==> config.mk <==
export PLATFORM = sky130hd
export DESIGN_NAME = sdap_sched
export DESIGN_NICKNAME = d
export VERILOG_FILES = /design/src/rtl/sdap_pkg.sv /design/src/rtl/sdap_issue_pipe.sv /design/src/rtl/sdap_bank.sv /design/src/rtl/sdap_beats.sv /design/src/rtl/sdap_sched.sv
export SDC_FILE = /design/constraint.sdc
export NUM_CORES = 1
export LEC_CHECK = 0
export BUFFER_PORTS_ARGS = -buffer_cell sky130_fd_sc_hd__buf_2
export CORE_MARGIN = 5
export CORE_UTILIZATION = 30
export DETAILED_ROUTE_END_ITERATION = 8
export GPL_TIMING_DRIVEN = 0
export SYNTH_ARGS = -nofsm -noshare
export SYNTH_HDL_FRONTEND = slang
export SYNTH_SLANG_ARGS = --single-unit
==> constraint.sdc <==
create_clock -name clk -period 2.1 [get_ports clk]
set_input_delay 0.315 -clock clk [delete_from_list [all_inputs] [get_ports clk]]
set_output_delay 0.315 -clock clk [all_outputs]
set_load 0.01 [all_outputs]
==> src/rtl/sdap_pkg.sv <==
package sdap_pkg;
  typedef enum logic [1:0] {
    CMD_NOP = 2'b00,
    CMD_RD  = 2'b01,
    CMD_WR  = 2'b10
  } cmd_e;

  typedef enum logic [1:0] {
    BK_IDLE,
    BK_BURST,
    BK_WRBACK,
    BK_PRECH
  } bank_st_e;

  localparam int BURST_LEN = 4;
  // cycles from request acceptance to the command being shown
  localparam int ISSUE_LAT = 3;
endpackage

==> src/rtl/sdap_issue_pipe.sv <==
module sdap_issue_pipe #(
  parameter int BANK_W = 2,
  parameter int COL_W  = 10,
  parameter int DEPTH  = 2
) (
  input  logic                          clk,
  input  logic                          rst,
  input  logic                          in_vld,
  input  logic                          in_wr,
  input  logic [BANK_W-1:0]             in_bank,
  input  logic [COL_W-1:0]              in_col,
  output logic [DEPTH-1:0]              tap_vld,
  output logic [DEPTH-1:0][BANK_W-1:0]  tap_bank,
  output logic                          out_wr,
  output logic [COL_W-1:0]              out_col
);
  logic [DEPTH-1:0]             wr_q;
  logic [DEPTH-1:0][COL_W-1:0]  col_q;

  always_ff @(posedge clk) begin
    if (rst) begin
      tap_vld  <= '0;
      tap_bank <= '0;
      wr_q     <= '0;
      col_q    <= '0;
    end else begin
      tap_vld[0]  <= in_vld;
      tap_bank[0] <= in_bank;
      wr_q[0]     <= in_wr;
      col_q[0]    <= in_col;
    end
  end

  generate
    for (genvar s = 1; s < DEPTH; s++) begin : g_stage
      always_ff @(posedge clk) begin
        if (rst) begin
          tap_vld[s]  <= 1'b0;
          tap_bank[s] <= '0;
          wr_q[s]     <= 1'b0;
          col_q[s]    <= '0;
        end else begin
          tap_vld[s]  <= tap_vld[s-1];
          tap_bank[s] <= tap_bank[s-1];
          wr_q[s]     <= wr_q[s-1];
          col_q[s]    <= col_q[s-1];
        end
      end
    end
  endgenerate

  assign out_wr  = wr_q[DEPTH-1];
  assign out_col = col_q[DEPTH-1];
endmodule

==> src/rtl/sdap_bank.sv <==
module sdap_bank #(
  parameter int T_WR = 2,
  parameter int T_RP = 3
) (
  input  logic clk,
  input  logic rst,
  input  logic issue,
  input  logic issue_wr,
  input  logic other_issue,
  output logic idle_o
);
  import sdap_pkg::*;

  localparam int MAX_A = (T_WR > BURST_LEN) ? T_WR : BURST_LEN;
  localparam int MAX_C = (T_RP > MAX_A) ? T_RP : MAX_A;
  localparam int CNT_W = $clog2(MAX_C + 1);
  localparam logic [CNT_W-1:0] C_BL = CNT_W'(BURST_LEN);
  localparam logic [CNT_W-1:0] C_WR = CNT_W'(T_WR);
  localparam logic [CNT_W-1:0] C_RP = CNT_W'(T_RP);
  localparam logic [CNT_W-1:0] C_ONE = CNT_W'(1);

  bank_st_e         st;
  logic [CNT_W-1:0] cnt;
  logic             wr_q;

  always_ff @(posedge clk) begin
    if (rst) begin
      st   <= BK_IDLE;
      cnt  <= '0;
      wr_q <= 1'b0;
    end else if (issue) begin
      st   <= BK_BURST;
      cnt  <= C_BL;
      wr_q <= issue_wr;
    end else begin
      case (st)
        BK_BURST: begin
          // the next shown command to another bank ends the burst early
          if (other_issue || cnt == C_ONE) begin
            if (wr_q) begin
              st  <= BK_WRBACK;
              cnt <= C_WR;
            end else begin
              st  <= BK_PRECH;
              cnt <= C_RP;
            end
          end else begin
            cnt <= cnt - C_ONE;
          end
        end
        BK_WRBACK: begin
          if (cnt == C_ONE) begin
            st  <= BK_PRECH;
            cnt <= C_RP;
          end else begin
            cnt <= cnt - C_ONE;
          end
        end
        BK_PRECH: begin
          if (cnt == C_ONE) st <= BK_IDLE;
          else              cnt <= cnt - C_ONE;
        end
        default: ;
      endcase
    end
  end

  assign idle_o = (st == BK_IDLE);
endmodule

==> src/rtl/sdap_beats.sv <==
module sdap_beats #(
  parameter int CAS_LAT = 3
) (
  input  logic clk,
  input  logic rst,
  input  logic accept,
  input  logic acc_wr,
  output logic wdata_en,
  output logic rdata_vld,
  output logic dqm
);
  import sdap_pkg::*;

  // index k of each vector = beat due k cycles after the current one
  localparam int NEAR  = ISSUE_LAT - 1;
  localparam int RV_N  = NEAR + CAS_LAT + BURST_LEN;
  localparam int WV_N  = NEAR + BURST_LEN;
  localparam int RD_AT = NEAR + CAS_LAT;

  logic [RV_N-1:0] rvec, rv_n;
  logic [WV_N-1:0] wvec, wv_n;
  logic            dqm_q, dqm_n;

  always_comb begin
    rv_n  = {1'b0, rvec[RV_N-1:1]};
    wv_n  = {1'b0, wvec[WV_N-1:1]};
    dqm_n = 1'b0;
    if (accept) begin
      for (int k = NEAR; k < WV_N; k++) wv_n[k] = 1'b0;
      if (acc_wr) begin
        dqm_n = rvec[ISSUE_LAT];
        for (int k = NEAR; k < RV_N; k++) rv_n[k] = 1'b0;
        for (int k = NEAR; k < WV_N; k++) wv_n[k] = 1'b1;
      end else begin
        for (int k = RD_AT; k < RV_N; k++) rv_n[k] = 1'b1;
      end
    end
  end

  always_ff @(posedge clk) begin
    if (rst) begin
      rvec  <= '0;
      wvec  <= '0;
      dqm_q <= 1'b0;
    end else begin
      rvec  <= rv_n;
      wvec  <= wv_n;
      dqm_q <= dqm_n;
    end
  end

  assign rdata_vld = rvec[0];
  assign wdata_en  = wvec[0];
  assign dqm       = dqm_q;
endmodule

==> src/rtl/sdap_sched.sv <==
module sdap_sched #(
  parameter int NUM_BANKS = 4,
  parameter int COL_W     = 10,
  parameter int T_WR      = 2,
  parameter int T_RP      = 3,
  parameter int CAS_LAT   = 3,
  localparam int BANK_W   = $clog2(NUM_BANKS)
) (
  input  logic                 clk,
  input  logic                 rst,
  input  logic                 req_valid,
  output logic                 req_ready,
  input  logic                 req_write,
  input  logic [BANK_W-1:0]    req_bank,
  input  logic [COL_W-1:0]     req_col,
  output logic [1:0]           cmd_o,
  output logic [BANK_W-1:0]    cmd_bank_o,
  output logic [COL_W-1:0]     cmd_col_o,
  output logic                 dqm_o,
  output logic                 wdata_en_o,
  output logic                 rdata_vld_o,
  output logic [NUM_BANKS-1:0] bank_idle_o
);
  import sdap_pkg::*;

  localparam int DEPTH = ISSUE_LAT - 1;

  logic                         accept;
  logic [DEPTH-1:0]             tap_vld;
  logic [DEPTH-1:0][BANK_W-1:0] tap_bank;
  logic                         last_wr;
  logic [COL_W-1:0]             last_col;
  logic                         last_vld;
  logic [BANK_W-1:0]            last_bank;
  logic                         pend_same;

  assign accept = req_valid && req_ready;

  sdap_issue_pipe #(.BANK_W(BANK_W), .COL_W(COL_W), .DEPTH(DEPTH)) u_pipe (
    .clk      (clk),
    .rst      (rst),
    .in_vld   (accept),
    .in_wr    (req_write),
    .in_bank  (req_bank),
    .in_col   (req_col),
    .tap_vld  (tap_vld),
    .tap_bank (tap_bank),
    .out_wr   (last_wr),
    .out_col  (last_col)
  );

  assign last_vld  = tap_vld[DEPTH-1];
  assign last_bank = tap_bank[DEPTH-1];

  always_comb begin
    pend_same = 1'b0;
    for (int s = 0; s < DEPTH; s++)
      if (tap_vld[s] && tap_bank[s] == req_bank) pend_same = 1'b1;
  end

  assign req_ready = bank_idle_o[req_bank] && !pend_same;

  generate
    for (genvar b = 0; b < NUM_BANKS; b++) begin : g_bank
      logic hit;
      assign hit = (last_bank == BANK_W'(b));
      sdap_bank #(.T_WR(T_WR), .T_RP(T_RP)) u_bank (
        .clk         (clk),
        .rst         (rst),
        .issue       (last_vld && hit),
        .issue_wr    (last_wr),
        .other_issue (last_vld && !hit),
        .idle_o      (bank_idle_o[b])
      );
    end
  endgenerate

  sdap_beats #(.CAS_LAT(CAS_LAT)) u_beats (
    .clk       (clk),
    .rst       (rst),
    .accept    (accept),
    .acc_wr    (req_write),
    .wdata_en  (wdata_en_o),
    .rdata_vld (rdata_vld_o),
    .dqm       (dqm_o)
  );

  always_ff @(posedge clk) begin
    if (rst) begin
      cmd_o      <= CMD_NOP;
      cmd_bank_o <= '0;
      cmd_col_o  <= '0;
    end else begin
      cmd_o      <= !last_vld ? CMD_NOP : (last_wr ? CMD_WR : CMD_RD);
      cmd_bank_o <= last_bank;
      cmd_col_o  <= last_col;
    end
  end
endmodule

==> impl_metrics.toml, run 1 <==
[clocking]
cts_tree = "yes"
cts.repair.resized = 0
clock_sinks = 35
hold_buffers = 0
cts_setup_buffers = 0
numCtsBuffers = 5
clkLatencyLatePin_ps = 280
cts_root_buffer = "clkbuf_8"
cts_htree_levels = 2
clock_path_buffers = 2
clk_pin_slew_ps = 70

[routing]
drc_errors = 0
drt_iter0_drc = 40
via_per_inst = 3.98
drt_pre_antenna_iters = 4
antenna_left = 0
vias = 1059
routed_wl_um = 2390
wire_per_inst_um = 8.98

[global_routing]
grt_overflow_total = 0
grt_pass1_wl_um = 4000
grt_usage = 0.0809
grt_max_degree = 11
grt_pass1_vias = 919
antenna_found_initial = 0

[logic_synthesis]
yosysSeqAreaShare = 0.448
synth_edf_count = 0
synthesis.instances = 163
postSynthAreaPerCell_um2 = 9.60
synth-seq-cells = 35
synth-main-ff-cell = "dfxtp_1"
synthArstFlopShare = 0
synth_cell_types = 25
synth_warnings = 28
netlist_area_um2 = 1560

[placed_design]
dp_hpwl_um = 1810
portBuffers = 13
dp_worst_setup_slack_ps = 366
gp_congestion = 0.718

[critical_path]
ff2ff_setup_slack_ps = 450
worstSetupPathType = "flip-flop to output port"
r2r_start = "g_bank[0].u_bank.st[0]"
cp-start-kind = "flip-flop"
crit_required_ps = 1780
r2r-end = "u_beats.rvec[6]"
reg2reg_depth = 4
worstSetupEndpointType = "output port"
cp.arrival_ps = 1620
path_max_fanout = 8

[cells_and_area]
regArea_um2 = 701
final_core_util = 0.365
area_delta_synth_final_pct = 18.5
multi_input_area_um2 = 694
antennaDiodeCount = 0
drive_gt1_frac = 0.219
n_fill_cell = 540
final_nets = 220

[power_and_ir_drop]
ir_drop_uv = 243
power.density_nw_per_um2 = 676
total_leakage_power_nw = 0.777

[sta]
fin_worst_skew_ps = 3.16
finalHoldViolations = 0
timing.hold.ws_ps = 309
fin_crit_sh = 0.922
setup_viol = 0
fmax_mhz = 516
fin_crit_ps = 1940
fin_ws_ps = 163
rsz0062_at_grt = "no"
timing.setup.tns_ps = 0
drv_slew = 0

[floorplan]
start_util = 0.308
rows = 26
dieArea_um2 = 6760
die_y_um = 82.2
core-area_um2 = 5070
fp.dieW_um = 82.2
pin_count = 38

[worst_hold_path]
holdPathEnd = "u_pipe.tap_bank[1]"
min_from = "req_bank[1]"
hold_class = "input pin to flip-flop"
hold_depth = 2

[flow_run]
maxCapViolations = 0

[run_status]
status = "finished, final reports clean"
-- where the power goes --
part	leakage [nW]	total [W]	switching [W]	internal [W]
clock network	0.0470	0.000478	0.000221	0.000257
registers	0.284	0.000683	0.00000448	0.000679
logic	0.445	0.0000908	0.0000471	0.0000438
total	0.777	0.00125	0.000272	0.000980
-- cells in the mapped netlist, types with 4 or more instances --
| cell | number | area share |
|---|---|---|
| nand2b_1 | 11 | 0.044 |
| nand3_1 | 4 | 0.013 |
| mux2i_1 | 10 | 0.064 |
| nor2_1 | 11 | 0.026 |
| nor2b_1 | 9 | 0.036 |
| dfxtp_1 | 35 | 0.45 |
| buf_4 | 18 | 0.086 |
| ha_1 | 8 | 0.064 |
| nand2_1 | 6 | 0.014 |
| a311oi_1 | 6 | 0.034 |
| nor3b_1 | 4 | 0.019 |
| a21oi_1 | 8 | 0.026 |
| inv_1 | 13 | 0.031 |
-- worst max-delay path, stage by stage, from the launching register on --
cell and delay (ps):
dfxtp_1 310, buf_6 120, mux4_2 500, a31oi_1 240, buf_2 180
-- routing by layer --
| metal | wire [µm] | vias up | global-route usage |
|---|---|---|---|
| li1 | - | 571 | - |
| met1 | 1100 | 463 | 0.0935 |
| met2 | 1090 | 19 | 0.124 |
| met3 | 138 | 6 | 0.0325 |
| met4 | 60 | 0 | 0.0498 |
| met5 | 0 | - | 0 |
-- stage by stage --
stage	total power, W	instances	area [µm²]
after global routing	0.00132	266	1850
after CTS	0.00128	266	1850
after detailed placement	0.000789	259	1770
after floorplan	0.000770	176	1610
after global placement	0.000788	259	1770
final	0.00125	266	1850
-- state kept, by name, summed over array words and instances, names as in the netlist --
| signal | cells |
|---|---|
| g_bank.u_bank.st | 4 |
| u_beats.rvec | 9 |
| u_beats.wvec | 6 |
| u_pipe.tap_bank | 2 |
| u_beats.dqm | 1 |
| g_bank.u_bank.cnt | 12 |
| u_pipe.tap_vld | 1 |
-- cells in the final DEF (no fill, tap or decap), drive strengths merged --
cell type,count
dfxtp,35
nand3,4
and3b,1
nor3,3
a21oi,8
clkinv,1
buf,33
a31oi,1
mux2i,10
xnor2,2
a21o,1
nor3b,4
a311o,1
a311oi,6
o21ai,3
or2,1
mux4,1
inv,13
nand2b,11
ha,8
nand2,6
nor2b,9
clkbuf,9
nor2,11
conb,14
-- cell families after synthesis --
group,synth area share
AND/OR/NAND/NOR,0.172
buffers and inverters,0.139
flip-flops,0.448
AO/OA/AOI/OAI,0.0848
multiplexers,0.0784
adder cells (fa/ha/maj),0.0640
XOR/XNOR,0.0112
other,0.00240
-- worst max path at each step --
stage / startpoint / endpoint / slack [ps] / cells after the start
after floorplan: g_bank[0].u_bank.st[0] / u_beats.wvec[2] / 570 / 5
after global placement: req_bank[0] / u_beats.rvec[6] / 360 / 4
after detailed placement: req_bank[0] / u_beats.rvec[6] / 370 / 4
after CTS: g_bank[0].u_bank.st[0] / req_ready / 150 / 4
after global routing: g_bank[0].u_bank.st[0] / req_ready / 70 / 4
final: g_bank[0].u_bank.st[0] / req_ready / 160 / 4
-- cell type report --
| cell class | count | share of cell area |
|---|---|---|
| multi-input combinational | 105 | 0.375 |
| timing repair buffer | 13 | 0.0351 |
| inverter | 13 | 0.0263 |
| sequential | 35 | 0.378 |
| tap | 70 | 0.0473 |
| clock buffer | 6 | 0.0446 |
| clock inverter | 1 | 0.00270 |
| buffer | 23 | 0.0912 |
Power figures use the tool's default switching activity.
==> run 2, diff against run 1 <==
--- a/config.mk
+++ b/config.mk
@@ -5,6 +5,7 @@
 export SDC_FILE = /design/constraint.sdc
 export NUM_CORES = 1
 export LEC_CHECK = 0
+export ABC_AREA = 1
 export BUFFER_PORTS_ARGS = -buffer_cell sky130_fd_sc_hd__buf_2
 export CORE_MARGIN = 5
 export CORE_UTILIZATION = 30
==> run 2 against run 1 <==
Against the previous run: first-iteration DRC count up 5.0%; flip-flop and latch count unchanged; non-clock buffer count down 3; setup slack better by 390 ps; combinational power up 17%; die area up 0.69%; critical path depth up 1; fmax up 25%; sequential power about the same.
==> impl_metrics.toml, run 2 <==
[global_routing]
grt_usage = 0.0841
grt_max_degree = 11
antenna_found_initial = 0
grt_pass1_wl_um = 4290
grt_overflow_total = 0
grt_pass1_vias = 1017

[logic_synthesis]
synth_warnings = 28
synth_cell_types = 23
synth_top_cells_by_count = "44 x inv_1, 35 x dfxtp_1, 24 x nand2_1, 24 x nor2_1, 18 x buf_4"
postSynthAreaPerCell_um2 = 7.96
synth-seq-cells = 35
synth-main-ff-cell = "dfxtp_1"
ys_top_cells_by_area = "dfxtp_1 44%, inv_1 10%, buf_4 8.6%"
yosysMostFrequentCell = "inv_1"
synth_top_cell_by_area = "dfxtp_1"
netlist_area_um2 = 1580
synth_top_cell_area_share = 0.444
synthesis.instances = 198
synthArstFlopShare = 0
synth_edf_count = 0
yosysSeqAreaShare = 0.444

[placed_design]
dp_worst_setup_slack_ps = 632
dp_hpwl_um = 1870
portBuffers = 12
gp_congestion = 0.660

[critical_path]
path_max_fanout = 4
cp-start-kind = "flip-flop"
ff2ff_setup_slack_ps = 750
crit_required_ps = 1780
worstSetupEndpointType = "output port"
worstSetupPathType = "flip-flop to output port"
cp.arrival_ps = 1240

[clocking]
cts_setup_buffers = 0
clkLatencyLatePin_ps = 280
cts_tree = "yes"
clock_path_buffers = 2
numCtsBuffers = 5
clk_pin_slew_ps = 70
cts_htree_levels = 2
clock_sinks = 35
cts_root_buffer = "clkbuf_8"
cts.repair.resized = 0
hold_buffers = 0

[routing]
wire_per_inst_um = 8.20
drt_iter0_drc = 42
vias = 1108
via_per_inst = 3.68
drt_pre_antenna_iters = 4
drc_errors = 0
routed_wl_um = 2470
antenna_left = 0

[power_and_ir_drop]
ir_drop_uv = 326
power.density_nw_per_um2 = 673
total_leakage_power_nw = 0.849

[floorplan]
dieArea_um2 = 6800
start_util = 0.309
core-area_um2 = 5110
rows = 26
pin_count = 38
die_y_um = 82.5
fp.dieW_um = 82.5

[sta]
fmax_mhz = 645
timing.setup.tns_ps = 0
fin_ws_ps = 548
fin_worst_skew_ps = 4.91
finalHoldViolations = 0
fin_crit_ps = 1550
fin_crit_sh = 0.739
setup_viol = 0
drv_slew = 0
rsz0062_at_grt = "no"

[cells_and_area]
layout_common_cells = "44 x inv_1, 35 x dfxtp_1, 24 x nand2_1, 24 x nor2_1, 18 x buf_4"
largestRegisters = "g_bank.u_bank.cnt x12, u_beats.rvec x9, u_beats.wvec x6"
drive_gt1_frac = 0.216
n_fill_cell = 542
layout_commonest_cell = "inv_1"
largest_register_ffs = 12
antennaDiodeCount = 0
area_delta_synth_final_pct = 17.6
final_nets = 254
top_register = "g_bank.u_bank.cnt"

[run_status]
status = "finished, final reports clean"

[flow_run]
maxCapViolations = 0

[worst_hold_path]
hold_class = "input pin to flip-flop"
run 2: changes by cell type after synthesis, sizes merged, moves of 2 or more:
| cell | previous run | this run |
|---|---|---|
| a211oi | 0 | 3 |
| a21oi | 8 | 10 |
| a311oi | 6 | 0 |
| inv | 13 | 45 |
| mux2i | 10 | 0 |
| nand2 | 6 | 27 |
| nand2b | 11 | 0 |
| nand4 | 0 | 2 |
| nor2 | 11 | 26 |
| nor2b | 9 | 0 |
| nor3b | 4 | 0 |
| o21ai | 3 | 12 |
| xnor2 | 2 | 0 |
run 2: kinds of logic after synthesis:
kind of cell | synth area share
DFF | 0.444
adders and majority gates | 0.0635
AOI/OAI and AO/OA | 0.0841
and+or+nand+nor | 0.204
other | 0.00238
buffers and inverters | 0.202
run 2: area by class of cell:
cell class              instances  area (µm²)  share of cell area
inverters                      45         169              0.0911
well taps                      70        87.6              0.0472
clock buffers                   7        76.3              0.0412
multi-input cells             110         607               0.327
flip-flops and latches         35         701               0.378
repair buffers                 12        60.1              0.0324
clock inverters                 1        5.00             0.00270
plain buffers                  21         149              0.0803
run 2: worst paths after layout:
path | from | end | cells past startpoint
hold reg to reg | u_beats.wvec[1] | u_beats.wvec[0] | 2
setup / recovery | g_bank[3].u_bank.st[0] | req_ready | 5
setup reg to reg | g_bank[0].u_bank.cnt[1] | g_bank[0].u_bank.cnt[2] | 6
hold / removal | req_bank[0] | u_pipe.tap_bank[0] | 3
run 2: through the flow:
stage / std cells / util / area [µm²] / power, W / hold WS [ps]
floorplan: 211 / - / 1630 / 0.000784 / 388
global placement: 293 / 0.347 / 1770 / 0.000804 / 390
detailed placement: 293 / 0.347 / 1770 / 0.000805 / 396
CTS: 301 / 0.363 / 1850 / 0.00127 / 318
global route: 301 / 0.363 / 1850 / 0.00130 / 326
finish: 301 / 0.363 / 1850 / 0.00125 / 325
run 2: routing by layer:
metal	GRT usage	share of wire	vias up
met3	0.0304	0.069	7
li1	-	-	624
met5	0	0	-
met1	0.102	0.51	453
met2	0.127	0.40	24
met4	0.0490	0.021	0
run 2: power by group:
| part | leakage (nW) | internal [W] | switching (W) |
|---|---|---|---|
| clock | 0.0422 | 0.000232 | 0.000224 |
| sequential | 0.285 | 0.000681 | 0.00000489 |
| combinational | 0.522 | 0.0000429 | 0.0000629 |
| total | 0.849 | 0.000956 | 0.000291 |
run 2: critical path: stages, from the launching register on:
cell,delay [ps]
dfxtp_1,380
nand2_1,80
nand3_2,90
nand2_4,80
and2_2,200
buf_2,130
==> run 3, diff against run 2 <==
==> constraint.sdc (replaced) <==
create_clock -name clk -period 1.32 [get_ports clk]
set_input_delay 0.198 -clock clk [delete_from_list [all_inputs] [get_ports clk]]
set_output_delay 0.198 -clock clk [all_outputs]
set_load 0.01 [all_outputs]
==> run 3 against run 2 <==
Against the previous run: die area is the same; setup slack lost 520 ps; highest routed layer unchanged; non-clock buffer count grew 4; flip-flop and latch count is the same; via count grew 3.0%; largest cell class unchanged; critical path type unchanged; worst hold slack lost 120 ps; first-iteration DRC count grew 4.8%; final area grew 3.8%.
==> impl_metrics.toml, run 3 (synthesis results as in run 2) <==
[run_status]
status = "finished, final reports clean"

[critical_path]
worstPathCellList = "inv_2 > nand2_2 > nand2_2 > nand3_4 > and2_4 > buf_6"
crit_family = "simple AND/OR/NAND/NOR gates"
worstSetupEndpointType = "output port"
crit_slowest_cell = "dfxtp_2"
crit_cells = 6
r2r-end = "g_bank[0].u_bank.cnt[2]"
cp.arrival_ps = 1090
path_max_fanout = 2
cpPeakStageDelay_ps = 320
worstSetupPathType = "flip-flop to output port"
ff2ff_setup_slack_ps = 160
reg2reg_depth = 6
cp-start-kind = "flip-flop"
critPathBufInv = 2
r2r_start = "g_bank[0].u_bank.cnt[1]"
crit_required_ps = 1120
crit_top_cell = "nand2_2"

[floorplan]
die_y_um = 82.5
start_util = 0.309
rows = 26
pin_count = 38
dieArea_um2 = 6800
core-area_um2 = 5110
fp.dieW_um = 82.5

[worst_hold_path]
min_from = "rst"
hold_class = "input pin to flip-flop"
holdPathEnd = "g_bank[3].u_bank.st[0]"
hold_depth = 2

[routing]
wire_per_inst_um = 8.32
drt_pre_antenna_iters = 4
routed_wl_um = 2540
antenna_left = 0
via_per_inst = 3.74
drc_errors = 0
vias = 1141
drt_iter0_drc = 44

[power_and_ir_drop]
ir_drop_uv = 519
p_total_w = 0.00199
power.density_nw_per_um2 = 1040
total_leakage_power_nw = 0.876

[cells_and_area]
layout_commonest_cell = "inv_1"
area_delta_synth_final_pct = 22.1
drive_gt1_frac = 0.285
top_register = "g_bank.u_bank.cnt"
antennaDiodeCount = 0
layout_common_cells = "43 x inv_1, 30 x dfxtp_1, 22 x nor2_1, 22 x buf_4, 20 x nand2_1"
largestRegisters = "g_bank.u_bank.cnt x12, u_beats.rvec x9, u_beats.wvec x6"
final_core_util = 0.377
layout.cells.non_filler = 305
largest_register_ffs = 12
final_nets = 258

[sta]
drv_slew = 0
fin_crit_sh = 0.975
fmax_mhz = 777
fin_crit_ps = 1290
finalHoldViolations = 0
fin_ws_ps = 32.8
rsz0062_at_grt = "yes"
setup_viol = 0
timing.hold.ws_ps = 205
fin_worst_skew_ps = 4.57

[global_routing]
grt_max_degree = 11
grt_usage = 0.0871
grt_overflow_total = 0
grt_pass1_vias = 1050
grt_pass1_wl_um = 4420
antenna_found_initial = 0

[placed_design]
dp_worst_setup_slack_ps = -9.46
post-place-cells = 293
dp_hpwl_um = 1870
portBuffers = 12
gp_congestion = 0.660

[clocking]
hold_buffers = 0
clkLatencyLatePin_ps = 280
cts_htree_levels = 2
cts_tree = "yes"
numCtsBuffers = 5
clock_path_buffers = 2
cts_root_buffer = "clkbuf_8"
clk_pin_slew_ps = 60
clock_sinks = 35

[flow_run]
maxCapViolations = 0
## run 3: cell count changes in the layout (fill, tap and decap cells not counted), moves of 2 or more
cell,change
dfxtp_2,+5
nand2_1,-4
nand2_2,+4
buf_4,+4
nor2_1,-2
dfxtp_1,-5
nor2_2,+2
## run 3: timing repair
item	in CTS	in global routing
endpoints found under the setup margin	2	4
pin swaps	4	1
gates resized for setup	11	6
buffers inserted	4	0
## run 3: through the flow
stage / TNS [ps] / area, µm²
after floorplan: 0 / 1630
after global placement: 0 / 1770
after detailed placement: -9.46 / 1770
after CTS: 0 / 1910
after global routing: -14.9 / 1920
final: 0 / 1920
## run 3: final cells by class
cell class	instances	area (µm²)
repair buffers	16	96.3
clock buffers	7	76.3
plain buffers	21	149
fillers	535	3180
multi-input cells	110	634
flip-flops and latches	35	707
clock inverters	1	5.00
inverters	45	169
well taps	70	87.6
## run 3: layer usage
layer | wire (µm) | GRT usage | vias up
met5 | 0 | 0 | -
met3 | 174 | 0.0304 | 7
met4 | 53 | 0.0490 | 0
met2 | 1060 | 0.137 | 24
li1 | - | - | 633
met1 | 1250 | 0.103 | 477
## run 3: worst max path at each step
stage / start / endpoint / slack [ps]
floorplan: g_bank[0].u_bank.cnt[1] / g_bank[0].u_bank.cnt[2] / 120
global placement: g_bank[0].u_bank.cnt[1] / g_bank[0].u_bank.cnt[2] / 30
detailed placement: g_bank[0].u_bank.cnt[1] / g_bank[0].u_bank.cnt[2] / -9
CTS: u_pipe.tap_bank[0] / req_ready / 10
global route: u_pipe.tap_bank[0] / req_ready / -10
finish: u_pipe.tap_bank[0] / req_ready / 30
## run 3: where the power goes
part	internal, W	total, W	switching, W
clock network	0.000370	0.000723	0.000354
logic	0.0000760	0.000179	0.000103
registers	0.00108	0.00109	0.00000817
total	0.00153	0.00199	0.000465
